**src/rtl/soft_slicer.sv**
```systemverilog
module soft_slicer #(
  parameter int W  = 8,
  parameter int TW = W - 1
) (
  input  logic          clk,
  input  logic          rst_n,
  input  logic          in_vld,
  input  logic [W-1:0]  i_smp,
  input  logic [W-1:0]  q_smp,
  input  logic [TW-1:0] thr,
  input  logic          fmt_twos,
  output logic          out_vld,
  output logic [2:0]    i_soft,
  output logic [2:0]    q_soft
);

  localparam int CW = (W > TW + 2) ? W : TW + 2;

  logic [CW-1:0] t1, t2, t3;
  logic [2:0]    i_code, q_code;

  assign t1 = CW'(thr);
  assign t2 = CW'({thr, 1'b0});
  assign t3 = t2 + t1;

  function automatic logic [2:0] classify(input logic [W-1:0] x,
                                          input logic [CW-1:0] a,
                                          input logic [CW-1:0] b,
                                          input logic [CW-1:0] c,
                                          input logic tc);
    logic          neg;
    logic [W-1:0]  ax;
    logic [CW-1:0] m;
    logic [1:0]    r;
    neg = x[W-1];
    ax  = neg ? (~x + 1'b1) : x;
    m   = CW'(ax);
    if (m > c)      r = 2'd3;
    else if (m > b) r = 2'd2;
    else if (m > a) r = 2'd1;
    else            r = 2'd0;
    if (!neg)    return {1'b0, r};
    else if (tc) return {1'b1, ~r};
    else         return {1'b1, r};
  endfunction

  assign i_code = classify(i_smp, t1, t2, t3, fmt_twos);
  assign q_code = classify(q_smp, t1, t2, t3, fmt_twos);

  always_ff @(posedge clk) begin
    if (!rst_n) begin
      out_vld <= 1'b0;
      i_soft  <= 3'b000;
      q_soft  <= 3'b000;
    end else begin
      out_vld <= in_vld;
      if (in_vld) begin
        i_soft <= i_code;
        q_soft <= q_code;
      end
    end
  end

  assert_vld_latency_R6: assert property (@(posedge clk) disable iff (!rst_n)
    $past(rst_n) |-> (out_vld == $past(in_vld)));

  assert_hold_idle_R7: assert property (@(posedge clk) disable iff (!rst_n)
    ($past(rst_n) && !$past(in_vld)) |-> ($stable(i_soft) && $stable(q_soft)));

  assert_sign_bit_R4: assert property (@(posedge clk) disable iff (!rst_n)
    ($past(rst_n) && $past(in_vld)) |->
      (i_soft[2] == $past(i_smp[W-1]) && q_soft[2] == $past(q_smp[W-1])));

  assert_zero_weak_R4: assert property (@(posedge clk) disable iff (!rst_n)
    ($past(rst_n) && $past(in_vld) && $past(i_smp) == '0) |-> (i_soft == 3'b000));

  assert_no_overflow_R5: assert property (@(posedge clk) disable iff (!rst_n)
    ($past(rst_n) && $past(in_vld) && $past(thr) == '0 && $past(i_smp) != '0)
      |-> (i_soft[1:0] == ($past(fmt_twos) && i_soft[2] ? 2'b00 : 2'b11)));

endmodule

```
**config.mk**
```make
export PLATFORM = sky130hd
export DESIGN_NAME = soft_slicer
export DESIGN_NICKNAME = d
export VERILOG_FILES = /design/src/rtl/soft_slicer.sv
export SDC_FILE = /design/constraint.sdc
export NUM_CORES = 1
export LEC_CHECK = 0
export BUFFER_PORTS_ARGS = -buffer_cell sky130_fd_sc_hd__buf_2
export CAP_MARGIN = 0
export CORE_MARGIN = 3
export CORE_UTILIZATION = 40
export CTS_CLUSTER_DIAMETER = 40
export DETAILED_ROUTE_END_ITERATION = 8
export PLACE_DENSITY = 0.61
export SYNTH_ARGS = -nofsm -noshare
export SYNTH_HDL_FRONTEND = slang
export SYNTH_SLANG_ARGS = --single-unit
```
**constraint.sdc**
```tcl
create_clock -name clk -period 4.5 [get_ports clk]
set_clock_uncertainty 0.1 [all_clocks]
set_input_delay 0.45 -clock clk [delete_from_list [all_inputs] [get_ports clk]]
set_output_delay 0.45 -clock clk [all_outputs]
set_load 0.005 [all_outputs]
```
Word-level counts from Yosys, hierarchy flattened
Index checks and enable logic that the tools add are counted.
{"block": "word_totals", "word_cells": 28, "inputBits": 27, "ff_bits": 7, "out_inout_bits": 7}
{"block": "classes", "order_cmp": 6, "n_mux": 12, "n_addsub": 3, "bitwise_logic": 4}
{"operator": "$gt 8x9->1", "n": 2}
{"operator": "$add 8x1->8 const B", "n": 2}
{"operator": "$gt 8x7->1", "n": 2}
{"operator": "$gt 8x8->1", "n": 2}
{"operator": "$mux 8", "n": 2}
{"operator": "$not 8->8", "n": 2}
{"operator": "$mux 2", "n": 6}
{"operator": "$add 8x7->9", "n": 1}
{"operator": "$mux 3", "n": 2}
{"operator": "$not 2->2", "n": 2}
{"operator": "$mux 1", "n": 2}

Depth between registers and ports, before layout
{"block": "depth", "word_depth": 10, "mapped_depth": 17, "ltp_nobuf": 17}

Worst setup path after synthesis
No wires, ideal clock.
{"block": "synth_path", "path_kind": "input -> register", "start": "input thr[0]", "end": "register i_soft[1]", "t_required_ns": 4.273, "n_path_buf": 0, "path_slack_ns": 1.325, "setup_ns": 0.127, "cell_stages": 17, "t_arrival_ns": 2.948, "path_cell_list": "ha_1 > inv_1 > fa_1 > nor2b_1 > o21ai_0 > nand2b_1 > a21oi_1 > nor2_1 > nor2_1 > xnor2_1 > ha_1 > nand4_1 > or2_2 > o21ai_1 > nand3_1 > and3_1 > or3_1"}
{"block": "synth_between", "elab_chain_cells": 6, "word_cells_on_any_way": 8, "cone_classes": "add/sub (1); order compare (2); mux (4); bitwise (1)"}
{"item": "from (decl)", "line_no": "10", "source": "input logic [TW-1:0] thr,"}
{"item": "$add 8x7->9 / $gt 8x8->1 (equally long branches)", "line_no": "24, 39"}
{"item": "$gt 8x9->1 / $mux 2 (equally long branches)", "line_no": "38, 39"}
{"item": "$mux 2 (*)", "line_no": "38", "source": "if (m > c) r = 2'd3;"}
{"item": "$not 2->2", "line_no": "43", "source": "else if (tc) return {1'b1, ~r};"}
{"item": "$mux 2", "line_no": "43"}
{"item": "$mux 3 (*)", "line_no": "42", "source": "if (!neg) return {1'b0, r};"}
{"item": "to (signal assigned)", "line_no": "58", "source": "i_soft <= i_code;"}
{"item": "to (decl)", "line_no": "13", "source": "output logic [2:0] i_soft,"}
Every way passes the cells marked *; elsewhere a longest branch is shown, timed or not.
A chain may end at the register's enable or synchronous reset.

Final worst setup path
Same ends and word-level chain as after synthesis.

==> metrics.txt <==
port bufs 33; Antenna Cells 0; final setup violation count 0; Worst Setup End Kind flop; hold crit path type reg2reg; Critical Path AT 3510 ps; maximum vdd ir drop 0.0000812 V; period utilization 0.780; Skew-Pair Late Insertion Delay 230 ps; Max-cap violations 0; async set or reset register ratio after synthesis 0; Crit Path Category in2reg; Worst R2R Start i_soft[1]; RSZ-0062 raised after global routing false; synthesized area per cell 7.84 um2; Mapped Nets 318; Slew Limit Fails 0; CP startpoint kind input pin; Yosys reg bits 7; Top FF cell, synth dfxtp_1; Logic pwr share 0.637; Flop pwr share 0.164; DR DRC count 0; DR vias/cell 5.46; hpwl dp 3980 um; R2R cell count 3; DRT Pass-1 Iters 4; synthesized instance count 241; Layout area overhead 13.6%; Worst Hold Depth 2; antenna violations before repair 0; number of global-route vias before repair 1,701; Post-Route WL 4530 um; GR Util All Layers 0.177; Rows 24; Num CTS Buffers 3; sw frac 0.422; gr ovfl total 0; Starting Density 0.425; H-tree depth 1; Slew HR 0.639; Least-Margin Pin Slew 534 ps; Switching Power 187 uW; outcome finished clean; minimum clock period 3510 ps; post-CTS sizing 0; TNS Setup 0 ps; Core Box Area ~4400 um2; DR WL/cell 13.9 um; Max Fclk between 200 and 300 MHz; mapped cell area about 1900 um2; via count 1,787; DRT antenna net count 0; Die Y 74.7 um; share of cells above drive strength 1 0.149; Final Wtd Congestion 0.809; fin util 0.483; Seq/Total Area, Yosys 0.0742; fillers 468; first-pass GRT wire length 7730 um; pwr dens 206 nW/um2; CP Data Required Time 4510 ps; postcts setup bufs 0; Worst-path clk slew 40 ps; # IOs 34; root buffer cell clkbuf_8; Final Power 443 uW; Worst R2R End i_soft[1]; clock sinks 7; Worst Path Max Fanout 5; initial drt markers 87; largest net degree at the start of global routing 13; final net count approximately 350; synth warn 0; die area 5580 um2; die width ~75 um; CTS tree done; clock share of power 0.200; worst hold start q_soft[2]; internal power 256 uW; hold worst-path end q_soft[2]; CTS hold repair buffers 0; clock buffer depth 2; Cell variety after synth 46; Final Hold Viols 0; leak pwr 0.00107 uW; Post-synth EDFFs 0; register-to-register setup slack 3480 ps
[registers in the layout, indices dropped and copies added (netlist names)]
signal and flops:
i_soft 3, q_soft 3, out_vld 1
[cells in the mapped netlist, types with 2 or more instances]
library cell	count	share of area
nor2_1	12	0.024
dfxtp_1	7	0.074
or3_1	5	0.017
xor2_1	3	0.014
o211ai_1	2	0.0079
and4_1	2	0.0093
nor2b_1	8	0.026
nor3_1	3	0.0079
mux2i_1	5	0.026
o21bai_1	2	0.0079
and3_1	2	0.0066
o21a_1	8	0.032
o21ai_0	7	0.019
a31oi_1	6	0.020
and2_1	3	0.0099
xnor2_1	11	0.051
nand2_1	18	0.036
o21ai_1	4	0.011
inv_1	19	0.038
nand2b_1	4	0.013
nor4b_1	2	0.0093
ha_1	49	0.32
nand4_1	6	0.020
a211oi_1	4	0.016
clkbuf_1	2	0.0040
a21o_1	4	0.016
nand3_1	8	0.021
a21oi_1	16	0.042
o31ai_1	2	0.0079
[metrics by stage]
step                hold WS (ps)  worst slack (ps)  cells  cell area, um2
detailed placement           392               746    323            2100
global placement             372               745    323            2100
CTS                          402               976    327            2150
global route                 445               663    327            2150
finish                       394               992    327            2150
floorplan                    385              1320    241            1890
[cell type report]
type | instances | area, um2 | area share
timing repair buffer | 33 | 165 | 0.0770
sequential | 7 | 140 | 0.0653
tap | 52 | 65.1 | 0.0303
clock buffer | 4 | 45.0 | 0.0210
inverter | 19 | 71.3 | 0.0332
multi-input combinational | 212 | 1660 | 0.773
[worst max-delay path by stage]
stage | startpoint | endpoint | slack (ps) | cells past startpoint
final | thr[0] | i_soft[1] | 990 | 18
after global routing | thr[0] | i_soft[1] | 660 | 18
after detailed placement | thr[0] | i_soft[1] | 750 | 18
after global placement | thr[0] | i_soft[1] | 750 | 18
after floorplan | thr[0] | i_soft[1] | 1320 | 17
after CTS | thr[0] | i_soft[1] | 980 | 18
[cells by family (layout without fill, tap and decap cells)]
family,count (synthesis),count (layout),synth area share
AOI/OAI and AO/OA,63,63,0.225
xor gates and xnor gates,14,14,0.0649
buffers and inverters,22,56,0.0477
muxes,5,5,0.0265
DFF,7,7,0.0742
adders and majority gates,50,50,0.335
and+or+nand+nor,80,80,0.227
[critical path, stage by stage]
cell and delay, ps:
buf_2 150, ha_1 180, inv_1 50, fa_1 410, nor2b_1 120, o21ai_0 80
nand2b_1 120, a21oi_1 90, nor2_1 90, nor2_1 50, xnor2_1 170, ha_1 360
nand4_1 80, or2_2 270, o21ai_1 130, nand3_1 170, and3_1 200, or3_1 330
[layer usage]
layer,up-vias,track usage,routed length [um]
met2,38,0.282,1940
met5,-,0,0
met3,4,0.0134,183
met4,0,0.0395,34
li1,958,-,-
met1,787,0.259,2370
[cells in the final DEF, fill, tap and decap left out, types with 3 or more instances in the layout]
cell / instances
nand2_1: 18
mux2i_1: 5
xnor2_1: 11
nand2b_1: 4
a31oi_1: 6
a211oi_1: 4
nand3_1: 8
or3_1: 5
dfxtp_1: 7
o21ai_1: 4
nand4_1: 6
a21o_1: 4
xor2_1: 3
and2_1: 3
ha_1: 49
a21oi_1: 16
inv_1: 19
clkbuf_8: 3
nor2_1: 12
o21a_1: 8
nor2b_1: 8
buf_2: 33
nor3_1: 3
o21ai_0: 7
[power groups by stage]
stage / Clock [uW] / Sequential [uW] / Combinational [uW]
global route: 92.8 / 73.3 / 327
global placement: 0 / 73.2 / 277
floorplan: 0 / 74.5 / 202
detailed placement: 0 / 73.4 / 278
CTS: 88.5 / 72.5 / 281
finish: 88.4 / 72.4 / 282
Note: power is estimated with default switching activity, not from simulation.
